**src/rtl/stamp_pkg.sv**
```systemverilog
package stamp_pkg;
  localparam int unsigned NSRC  = 3;
  localparam int unsigned SRC_W = 2;

  typedef enum logic [SRC_W-1:0] {
    SRC_PPS = 2'b00,
    SRC_GPS = 2'b01,
    SRC_IMU = 2'b10
  } src_e;
endpackage

```
**src/rtl/stamp_timebase.sv**
```systemverilog
module stamp_timebase #(
  parameter int unsigned COUNT_W  = 32,
  parameter int unsigned TICK_DIV = 640000
) (
  input  logic               clk_i,
  input  logic               rst_ni,
  output logic [COUNT_W-1:0] count_o
);
  localparam int unsigned PRE_W = (TICK_DIV > 1) ? $clog2(TICK_DIV) : 1;
  localparam logic [PRE_W-1:0] PRE_LAST = PRE_W'(TICK_DIV - 1);

  logic [PRE_W-1:0]   pre_q;
  logic [COUNT_W-1:0] count_q;

  always_ff @(posedge clk_i or negedge rst_ni) begin
    if (!rst_ni) begin
      pre_q   <= '0;
      count_q <= '0;
    end else if (pre_q == PRE_LAST) begin
      pre_q   <= '0;
      count_q <= count_q + 1'b1;
    end else begin
      pre_q   <= pre_q + 1'b1;
    end
  end

  assign count_o = count_q;
endmodule

```
**src/rtl/stamp_edge_det.sv**
```systemverilog
module stamp_edge_det #(
  parameter bit          IDLE       = 1'b1,
  parameter int unsigned ARM_CYCLES = 0
) (
  input  logic clk_i,
  input  logic rst_ni,
  input  logic line_i,
  output logic pulse_o
);
  logic s1_q, s2_q, s3_q;
  logic raw;

  always_ff @(posedge clk_i or negedge rst_ni) begin
    if (!rst_ni) begin
      s1_q <= IDLE;
      s2_q <= IDLE;
      s3_q <= IDLE;
    end else begin
      s1_q <= line_i;
      s2_q <= s1_q;
      s3_q <= s2_q;
    end
  end

  // edge away from the idle level
  assign raw = IDLE ? (s3_q & ~s2_q) : (~s3_q & s2_q);

  generate
    if (ARM_CYCLES == 0) begin : g_free
      assign pulse_o = raw;
    end else begin : g_arm
      localparam int unsigned RUN_W = $clog2(ARM_CYCLES + 1);
      localparam logic [RUN_W-1:0] RUN_LAST = RUN_W'(ARM_CYCLES - 1);

      logic             armed_q;
      logic [RUN_W-1:0] run_q;

      always_ff @(posedge clk_i or negedge rst_ni) begin
        if (!rst_ni) begin
          armed_q <= 1'b1;
          run_q   <= '0;
        end else if (raw && armed_q) begin
          armed_q <= 1'b0;
          run_q   <= '0;
        end else if (!armed_q) begin
          if (s2_q == IDLE) begin
            run_q <= run_q + 1'b1;
            if (run_q == RUN_LAST) armed_q <= 1'b1;
          end else begin
            run_q <= '0;
          end
        end
      end

      assign pulse_o = raw & armed_q;
    end
  endgenerate
endmodule

```
**src/rtl/stamp_slot.sv**
```systemverilog
module stamp_slot #(
  parameter int unsigned COUNT_W = 32
) (
  input  logic               clk_i,
  input  logic               rst_ni,
  input  logic               cap_i,
  input  logic [COUNT_W-1:0] count_i,
  input  logic               take_i,
  output logic               pend_o,
  output logic [COUNT_W-1:0] stamp_o,
  output logic               ovr_o
);
  logic               pend_q, ovr_q;
  logic [COUNT_W-1:0] stamp_q;

  always_ff @(posedge clk_i or negedge rst_ni) begin
    if (!rst_ni) begin
      pend_q  <= 1'b0;
      ovr_q   <= 1'b0;
      stamp_q <= '0;
    end else if (cap_i) begin
      stamp_q <= count_i;
      pend_q  <= 1'b1;
      // old stamp lost unless it leaves in this same cycle
      if (pend_q && !take_i) ovr_q <= 1'b1;
    end else if (take_i) begin
      pend_q <= 1'b0;
    end
  end

  assign pend_o  = pend_q;
  assign stamp_o = stamp_q;
  assign ovr_o   = ovr_q;
endmodule

```
**src/rtl/stamp_capture_top.sv**
```systemverilog
module stamp_capture_top
  import stamp_pkg::*;
#(
  parameter int unsigned COUNT_W    = 32,
  parameter int unsigned TICK_DIV   = 640000,
  parameter int unsigned BIT_CYCLES = 1085,
  parameter int unsigned CHAR_BITS  = 10
) (
  input  logic               clk_i,
  input  logic               rst_ni,
  input  logic               pps_i,
  input  logic               gps_rx_i,
  input  logic               imu_rx_i,
  input  logic               ready_i,
  output logic               valid_o,
  output logic [1:0]         src_o,
  output logic [COUNT_W-1:0] stamp_o,
  output logic [2:0]         overrun_o
);
  localparam int unsigned FRAME_CYCLES = BIT_CYCLES * CHAR_BITS;

  logic [COUNT_W-1:0] count_q;
  logic [NSRC-1:0]    lines, cap, pend, take, ovr;
  logic [COUNT_W-1:0] stamps [NSRC];
  logic               found;
  logic [SRC_W-1:0]   sel;
  logic [COUNT_W-1:0] sel_stamp;

  assign lines = {imu_rx_i, gps_rx_i, pps_i};

  stamp_timebase #(
    .COUNT_W (COUNT_W),
    .TICK_DIV(TICK_DIV)
  ) u_timebase (
    .clk_i  (clk_i),
    .rst_ni (rst_ni),
    .count_o(count_q)
  );

  for (genvar i = 0; i < NSRC; i++) begin : g_src
    // source 0 is the pulse: rising edge, no re-arm window
    stamp_edge_det #(
      .IDLE      ((i == 0) ? 1'b0 : 1'b1),
      .ARM_CYCLES((i == 0) ? 0 : FRAME_CYCLES)
    ) u_edge (
      .clk_i  (clk_i),
      .rst_ni (rst_ni),
      .line_i (lines[i]),
      .pulse_o(cap[i])
    );

    stamp_slot #(
      .COUNT_W(COUNT_W)
    ) u_slot (
      .clk_i  (clk_i),
      .rst_ni (rst_ni),
      .cap_i  (cap[i]),
      .count_i(count_q),
      .take_i (take[i]),
      .pend_o (pend[i]),
      .stamp_o(stamps[i]),
      .ovr_o  (ovr[i])
    );
  end

  // lowest index wins
  always_comb begin
    found     = 1'b0;
    sel       = '0;
    sel_stamp = '0;
    take      = '0;
    for (int i = 0; i < NSRC; i++) begin
      if (pend[i] && !found) begin
        found     = 1'b1;
        sel       = SRC_W'(i);
        sel_stamp = stamps[i];
        take[i]   = ready_i;
      end
    end
  end

  assign valid_o   = found;
  assign src_o     = sel;
  assign stamp_o   = sel_stamp;
  assign overrun_o = ovr;
endmodule

```
**config.mk**
```make
export PLATFORM = sky130hd
export DESIGN_NAME = stamp_capture_top
export DESIGN_NICKNAME = d
export VERILOG_FILES = /design/src/rtl/stamp_pkg.sv /design/src/rtl/stamp_timebase.sv /design/src/rtl/stamp_edge_det.sv /design/src/rtl/stamp_slot.sv /design/src/rtl/stamp_capture_top.sv
export SDC_FILE = /design/constraint.sdc
export NUM_CORES = 1
export LEC_CHECK = 0
export BUFFER_PORTS_ARGS = -buffer_cell sky130_fd_sc_hd__buf_2
export CAP_MARGIN = 20
export CORE_MARGIN = 4
export CORE_UTILIZATION = 53
export DETAILED_ROUTE_END_ITERATION = 6
export PLACE_DENSITY = 0.8
export SLEW_MARGIN = 40
export SYNTH_ARGS = -nofsm -noshare
export SYNTH_HDL_FRONTEND = slang
export SYNTH_SLANG_ARGS = --single-unit
```
**constraint.sdc**
```tcl
create_clock -name clk_i -period 2.45 [get_ports clk_i]
set_input_delay 0.1225 -clock clk_i [delete_from_list [all_inputs] [get_ports clk_i]]
set_output_delay 0.1225 -clock clk_i [all_outputs]
set_load 0.05 [all_outputs]
```
Word level (Yosys, flattened, before mapping)
Index checks and enable logic that the tools add are counted.

Input port bits: 6. Flip-flop bits (word level): 193. Output and inout port bits: 38. Word-level logic and storage cells: 91.

Bitwise operators: 8. Reductions and logical operators: 18. Add/sub/neg operators: 4. Equal/unequal tests: 5. Mux-type cells: 32.

Operator list (number): two-way mux 32 bit (3); two-way mux 14 bit (6); adder 32 x 1 -> 32 bit (second input constant) (1); adder 14 x 1 -> 14 bit (second input constant) (2); == test 14 bit (second input constant) (2); two-way mux 1 bit (21); adder 20 x 1 -> 20 bit (second input constant) (1); == test 20 bit (second input constant) (1); two-way mux 20 bit (1); logical AND 1 bit (7); AND reduction 2 bit (3); nonzero test 2 bit (3); AND 1 bit (5); logical NOT 1 bit (5); != test 2 bit (second input constant) (2); NOT 1 bit (3); two-way mux 2 bit (1).

Depth between registers and ports, before layout
Gate-level depths: netlist of run 1.

Depth after elaboration: 10. Gate-level depth with buffers: 7. Depth with buffers taken out: 5.

Cells and area by module
Synthesis of run 1 repeated with hierarchy kept, for this count alone.

Cells, all modules: 813. Area, all modules: 10020.9 um^2.

By module, submodules not included: stamp_slot (instances 3, cells an instance 73, seq. area each 850.8 um^2, area an instance 1407.6 um^2); stamp_timebase (instances 1, cells an instance 228, seq. area each 1301.2 um^2, area an instance 2532.4 um^2); stamp_edge_det (g_src[1].u_edge ...) (instances 2, cells an instance 105, seq. area each 455.4 um^2, area an instance 978.4 um^2); stamp_capture_top (instances 1, cells an instance 152, seq. area each 0.0 um^2, area an instance 1219.9 um^2); stamp_edge_det (g_src[0].u_edge) (instances 1, cells an instance 4, seq. area each 75.1 um^2, area an instance 88.8 um^2).

Least setup slack after synthesis of run 1
No wires, ideal clock.

Path kind: register to output. Start: register g_src[2].u_slot.pend_q. End: output stamp_o[10]. Buffers on the path: 2. Data arrival time: 2105 ps. Stages on the path, launching flop included: 6. Slack: 222 ps. Required time: 2328 ps. Path through: dfrtp_1 > nor2b_1 > clkbuf_1 > clkbuf_1 > a22oi_1 > o21ai_0.

Word-level cells in the longest chain between the ends: 2.

Ends and longest elaborated chain: start: declaration (line stamp_slot.sv:13) `logic pend_q, ovr_q;`; start signal: assignment (line stamp_slot.sv:18) `pend_q <= 1'b0;`; start signal: assignment (line stamp_slot.sv:23) `pend_q <= 1'b1;`; start signal: assignment (line stamp_slot.sv:27) `pend_q <= 1'b0;`; logical AND 1 bit (line stamp_capture_top.sv:73) `if (pend[i] && !found) begin`; two-way mux 32 bit (line stamp_capture_top.sv:73); end: declaration (line stamp_capture_top.sv:17) `output logic [COUNT_W-1:0] stamp_o,`.

No other way between the ends.

Worst setup path in the final report of run 1
Start: register u_timebase.pre_q[12]. End: register u_timebase.count_q[1] (netlist: u_timebase.count_o[1]).

Word-level cells in the longest chain between the ends: 1.

Ends and longest elaborated chain: start: declaration (line stamp_timebase.sv:12) `logic [PRE_W-1:0] pre_q;`; start signal: assignment (line stamp_timebase.sv:23) `pre_q <= pre_q + 1'b1;`; == test 20 bit (line stamp_timebase.sv:19) `end else if (pre_q == PRE_LAST) begin`; end signal: assignment (line stamp_timebase.sv:21) `count_q <= count_q + 1'b1;`; end: declaration (line stamp_timebase.sv:13) `logic [COUNT_W-1:0] count_q;`.

No other way between the ends. A chain may end at the register's enable or synchronous reset.

==> results of run 1 <==
[cell usage after synthesis, types with 9 or more instances]
cell	n
o21ai_0	54
nand3_1	32
nand4_1	27
mux2_2	93
xor2_1	14
nor2_1	15
nor3_1	10
a21oi_1	18
and3_1	9
xnor2_1	35
clkbuf_1	33
and4_1	9
dfrtp_1	185
a22oi_1	32
nand2_1	78
[per-layer routing]
| metal | track usage | vias to the layer above |
|---|---|---|
| met1 | 0.289 | 3113 |
| met5 | 0 | - |
| met3 | 0.0416 | 14 |
| met2 | 0.349 | 86 |
| li1 | - | 2890 |
| met4 | 0.0621 | 0 |
[what timing repair did]
item | CTS | global route
hold buffers | 5 | 0
hold endpoints to repair | 92 | 0
setup buffers | 0 | 0
[flip-flops by register name, summed over array words and instances, names as in the netlist]
register and count:
g_src.u_edge.g_arm.run_q 28, g_src.u_edge.g_arm.armed_q 2, g_src.u_slot.pend_o 3, g_src.u_edge.s1_q 3, g_src.u_slot.ovr_o 3, u_timebase.pre_q 20, g_src.u_edge.s3_q 3, g_src.u_edge.s2_q 3
u_timebase.count_o 32, g_src.u_slot.stamp_o 96
[power breakdown]
group	total (mW)	leakage [nW]	internal, mW	switching (mW)
sequential	3.24	2.64	3.21	0.0326
clock	2.84	0.293	1.64	1.20
combinational	0.190	1.73	0.0599	0.131
total	6.27	4.66	4.90	1.36
[cells by family (layout without fill, tap and decap cells)]
kind of cell    Yosys count  after routing  share of synthesized area
compound gates          131            131                     0.0925
xor+xnor                 50             50                     0.0502
fa+ha+maj                 6              6                    0.00847
buf+inv                  56            110                     0.0267
flops                   193            193                      0.546
mux                      98             98                      0.124
simple gates            240            240                      0.152
[layout make-up]
class | count | area [sq um] | share of cell area
repair buffers | 70 | 547 | 0.0541
clock buffers | 19 | 443 | 0.0439
clock inverters | 13 | 160 | 0.0159
flip-flops and latches | 193 | 4840 | 0.479
inverters | 8 | 30.0 | 0.00297
well taps | 220 | 275 | 0.0273
multi-input cells | 525 | 3800 | 0.377
[worst min-delay path by stage]
| stage | slack [ns] | start | cells after the start | endpoint |
|---|---|---|---|---|
| global route | 0.22 | rst_ni | 2 | g_src[1].u_edge.g_arm.run_q[13] |
| floorplan | -0.17 | rst_ni | 0 | g_src[0].u_edge.s1_q |
| detailed placement | 0.23 | gps_rx_i | 1 | g_src[1].u_edge.s1_q |
| CTS | 0.32 | gps_rx_i | 2 | g_src[1].u_edge.s1_q |
| global placement | 0.23 | gps_rx_i | 1 | g_src[1].u_edge.s1_q |
| finish | 0.19 | rst_ni | 2 | g_src[1].u_edge.g_arm.run_q[13] |
[stage by stage]
stage / setup WS [ns] / util / power [mW]
3_5_place_dp: 0.272 / 0.572 / 3.48
4_1_cts: 0.258 / 0.612 / 6.33
5_1_grt: 0.160 / 0.613 / 6.47
6_report: 0.260 / 0.613 / 6.27
3_3_place_gp: 0.317 / 0.572 / 3.48
2_1_floorplan: 0.222 / - / 3.37
==> qor.txt, run 1 <==
Yosys cell types: 60
Flops & latches, synth: 193
Area delta synth->final: 13.9%
Grt ovf: 0
Initial Util: 0.538
Commonest non-fill, non-tap cell in the layout: dfrtp_1
Register area share after synthesis: 0.546
Hold_ws: 0.185 ns
Post-Synthesis Cells: 774
Port bufs: 43
Final hold vios: 0
Cell Area, Synth: 0.00886 sq mm
Slew Limit Headroom: 0.541
RSZ-0062 raised after global routing: no
Placed Cells: 1010
Reg-to-Reg Start: u_timebase.pre_q[12]
Share of cells above drive strength 1: 0.264
Initial antenna violation count: 0
Die W: 137 um
CTS tree: yes
Global-route wire length before repair: 31900 um
Share of the synthesized area in the top cell type: 0.522
Number of synthesized flops with an enable pin: 0
Cell chain of the critical path: or4b_4, or4_4, nor3_4, mux2_1
Post-layout min period: 2.19 ns
Worst skew pair latency: 0.43 ns
Worst Max-Slew Pin Slew: 0.686 ns
Most frequent cells in the layout: dfrtp_1 (184), mux2_2 (93), nand2_1 (78)
Fraction of registers with async set/reset: 1.00
CP max FO: 9
Core area: 0.0165 sq mm
Post-cts sizing count: 0
Total clock buffers created by CTS: 17
Hpwl dp: 11500 um
Vias: 6103
Placed cell areas: 0.00942 sq mm
Ant. Diodes: 0
WP depth: 4
CTS root buffer: clkbuf_16
# IOs: 44
Met1 WL: 8260 um
R2R Setup Slk: 0.26 ns
Top Family by Delay on Critical Path: simple AND/OR/NAND/NOR gates
Period Utilization, post-route: 0.894
Max_cap viols: 0
Crit path required time: 2.76 ns
# rows: 47
Post-Syn Nets: 786
Primary FF master, synth: dfrtp_1
Leading area contributor after synthesis: dfrtp_1
Critical path type: reg2reg
Drt initial violations: 352
Crit. End Element: flop
Startpoint Class: flop
Gpl congestion: 0.820
CP Buf/Inv Count: 0
Clock sink count: 193
Run status: finished clean
VDD IR-drop max: 0.618 mV
End of the worst register-to-register path: u_timebase.count_o[1]
Setup-failing EPs final: 0
Overall Global Routing Usage: 0.213
CP max stage cell: or4b_4
Fillers: 1301
Critical Path AT: 2.50 ns
WL final: 18400 um
CP Launch Point: u_timebase.pre_q[12]
Cell Count, Final, Fillers Out: 1048
Avg WL per Cell: 17.6 um
Clock skew: 0.0110 ns
Vias in the first global route: 6394
Fin Setup TNS: 0 ns
Clk slew on worst S/H paths: 0.07 ns
Leakage: 4.66 nW
Die area: 0.0189 sq mm
Max Freq: 0.457 GHz
Final slew viol count: 0
Antenna Nets Post-Route: 0
Met3 WL: 625 um
Top post-synthesis cells by area: dfrtp_1 (52%), mux2_2 (12%), xnor2_1 (3.5%)
Worst path max stage delay: 0.57 ns
Final Net Count: 827
Worst Hold Class: in2async
R2R cell count: 4
Syn Area/Cell: 11.5 sq um
WL met2: 9380 um
Detail-routed via count per cell: 5.82
Top routing layer used: met4
DRC errors left: 0
Clock Path Buffers: 2
Largest net degree at the start of global routing: 94
Power Density: 621 mW/mm^2
Design Area, Final: 0.0101 sq mm
Pre-antenna DRT Iters: 4
Yosys warns: 0
Critical Path End: u_timebase.count_o[1]
CTS H-tree lvls: 4
Die Span Y: 137 um
Power figures use the tool's default switching activity.
==> run 2: changes to the inputs <==
--- a/config.mk
+++ b/config.mk
@@ -14,4 +14,5 @@
 export SLEW_MARGIN = 40
 export SYNTH_ARGS = -nofsm -noshare
 export SYNTH_HDL_FRONTEND = slang
+export SYNTH_HIERARCHICAL = 1
 export SYNTH_SLANG_ARGS = --single-unit
==> run 2 against run 1 <==
Area after synthesis grew 13%. Sequential power about the same. Cell count up 4.9%. Via count rose by 1.9%. Largest cell class unchanged.
==> qor.txt, run 2 <==
Run status: finished clean
Crit path top cell by count: a21oi_2
Share of the synthesized area in the top cell type: 0.462 (-0.0602)
Most frequent cells in the layout: dfrtp_1 (183), mux2_4 (84), a21oi_2 (62)
Initial antenna violation count: 0 (unchanged)
Antenna Nets Post-Route: 0 (unchanged)
Gpl congestion: 0.851 (+3.8%)
Top Family by Delay on Critical Path: flip-flops
Number of synthesized flops with an enable pin: 0 (unchanged)
Ant. Diodes: 0 (unchanged)
Cell Count, Final, Fillers Out: 1099 (+4.9%)
Synth cell count leaders: dfrtp_1 (185), mux2_4 (84), a21oi_2 (62)
Fillers: 1482 (+14%)
Detail-routed via count per cell: 5.66 (-2.8%)
Startpoint Class: flop
CTS H-tree lvls: 4 (unchanged)
Core area: 0.0186 sq mm (+13%)
Largest net degree at the start of global routing: 62 (-34%)
Syn Area/Cell: 12.3 sq um (+7.6%)
Die Span Y: 146 um (+6.0%)
CP max FO: 38 (+29)
Period Utilization, post-route: 0.903 (+0.00921)
Final hold vios: 0 (unchanged)
Yosys cell types: 62 (+3.3%)
Clock skew: 0.0166 ns (+0.00558 ns)
Setup-failing EPs final: 0 (unchanged)
Drt initial violations: 388 (+10%)
Share of cells above drive strength 1: 0.341 (+0.0765)
Commonest non-fill, non-tap cell in the layout: dfrtp_1
Worst skew pair latency: 0.43 ns (about the same)
Clock sink count: 193 (unchanged)
Cell chain of the critical path: buf_12, a21oi_2, a21oi_2, buf_2
CP Buf/Inv Count: 2 (+2)
CP max stage cell: dfrtp_2
Fraction of registers with async set/reset: 1.00 (unchanged)
Post-layout min period: 2.21 ns (+0.0226 ns)
CTS root buffer: clkbuf_16
Cell Area, Synth: 0.0100 sq mm (+13%)
Die area: 0.0212 sq mm (+12%)
Final Net Count: 864 (+4.5%)
DRC errors left: 0 (unchanged)
Max Freq: 0.452 GHz (-1.0%)
Vias: 6221 (+1.9%)
# IOs: 44 (unchanged)
Fin Setup TNS: 0 ns (unchanged)
Vias in the first global route: 6293 (-1.6%)
Final slew viol count: 0 (unchanged)
# rows: 50 (+6.4%)
Global-route wire length before repair: 32600 um (+2.2%)
Worst path max stage delay: 0.81 ns (+0.24 ns)
Max_cap viols: 0 (unchanged)
Critical path type: reg2out
Crit path required time: 2.33 ns (-0.43 ns)
VDD IR-drop max: 0.494 mV (-20%)
Placed Cells: 1063 (+5.2%)
Total clock buffers created by CTS: 17 (unchanged)
Power Density: 628 mW/mm^2 (+1.2%)
Pre-antenna DRT Iters: 5 (+1)
Worst Max-Slew Pin Slew: 0.694 ns (+0.00763 ns)
Leakage: 4.90 nW (+5.1%)
Worst Hold Class: in2reg
Reg-to-Reg Start: u_timebase/pre_q[0]
Die W: 146 um (+6.0%)
CTS tree: yes
Register area share after synthesis: 0.483 (-0.0630)
Min-delay src: ready_i
Slew Limit Headroom: 0.537 (-0.00340)
R2R Setup Slk: 0.45 ns (+0.19 ns)
R2R cell count: 5 (+1)
Overall Global Routing Usage: 0.186 (-0.0262)
Leading area contributor after synthesis: dfrtp_1
Initial Util: 0.538 (-0.000857)
Worst hold path depth: 4
Max reg flops: 96 (unchanged)
RSZ-0062 raised after global routing: no
WL final: 19100 um (+3.7%)
Flops & latches, synth: 193 (unchanged)
Crit. End Element: output port
Area delta synth->final: 8.75%
Port bufs: 43 (unchanged)
End of the worst register-to-register path: u_timebase/count_o[1]
Hpwl dp: 12300 um (+7.1%)
Avg WL per Cell: 17.4 um (-1.1%)
Most numerous cell in the Yosys netlist: dfrtp_1
Post-Syn Nets: 825 (+5.0%)
Primary FF master, synth: dfrtp_1
Critical Path AT: 2.09 ns (-0.41 ns)
Clock Path Buffers: 2 (unchanged)
Reg area: 0.00484 sq mm (about the same)
Clk slew on worst S/H paths: 0.07 ns (about the same)
Area of the multi-input gates: 0.00468 sq mm (+23%)
Yosys warns: 6 (+6)
Hold path endpoint: g_src[0].u_slot/pend_o
Top post-synthesis cells by area: dfrtp_1 (46%), mux2_4 (13%), a21oi_2 (5.4%)
Postcts setup bufs: 0 (unchanged)
Post-Synthesis Cells: 813 (+5.0%)
Grt ovf: 0 (unchanged)
==> run 2: what timing repair did <==
item                      in CTS  in global routing
resized for setup              0                  0
hold endpoints to repair      57                  0
hold buffers                   4                  0
==> run 2: kinds of logic (layout without fill, tap and decap cells) <==
family	count (synthesis)	count (layout)	synth area share
multiplexers	98	98	0.141
AND/OR/NAND/NOR	270	270	0.166
flip-flops	193	193	0.483
AO/OA/AOI/OAI	142	142	0.108
buffers and inverters	56	108	0.0517
XOR/XNOR	48	48	0.0420
adder cells (fa/ha/maj)	6	6	0.00749
==> run 2: worst max-delay path by stage <==
| stage | start | depth (start not counted) | endpoint |
|---|---|---|---|
| finish | g_src[1].u_slot/pend_o | 4 | stamp_o[4] |
| global route | g_src[1].u_slot/pend_o | 4 | stamp_o[4] |
| CTS | g_src[1].u_slot/pend_o | 4 | stamp_o[9] |
| detailed placement | u_timebase/pre_q[11] | 5 | u_timebase/count_o[29] |
| global placement | u_timebase/pre_q[0] | 7 | u_timebase/count_o[24] |
| floorplan | u_timebase/pre_q[0] | 7 | u_timebase/count_o[14] |
==> run 2: power breakdown <==
group / switching [mW] / internal [mW] / total [mW]
registers: 0.0507 / 3.21 / 3.26
clock network: 1.20 / 1.53 / 2.73
logic: 0.614 / 0.245 / 0.859
==> run 2: layout make-up <==
| cell class | instances | area share |
|---|---|---|
| Multi-Input combinational cell | 564 | 0.429 |
| Tap cell | 234 | 0.0269 |
| Timing Repair Buffer | 62 | 0.0414 |
| Inverter | 14 | 0.00482 |
| Clock inverter | 9 | 0.00850 |
| Clock buffer | 23 | 0.0448 |
| Sequential cell | 193 | 0.444 |
==> run 2: per-stage QoR <==
step	power [mW]	utilization	worst slack, ns	hold WS (ns)	cell area [sq um]
floorplan	4.00	-	0.607	-0.173	10000
global placement	4.18	0.551	0.543	0.135	10300
detailed placement	4.18	0.551	0.469	0.131	10300
CTS	6.92	0.585	0.232	0.110	10900
global route	7.12	0.585	0.107	0.128	10900
finish	6.85	0.585	0.237	0.126	10900
==> run 2: per-layer routing <==
metal,GRT usage,vias to the layer above,share of wire
met5,0,-,0
met4,0.0465,0,0.012
met3,0.0405,17,0.028
met2,0.304,108,0.49
met1,0.257,3118,0.47
li1,-,2978,-
==> run 2: worst register-to-register path: stages, from the launching register on <==
cell,delay [ns]
dfrtp_1,0.37
ha_1,0.23
and3_2,0.25
nand4b_1,0.20
nor2_1,0.45
mux2_2,0.39
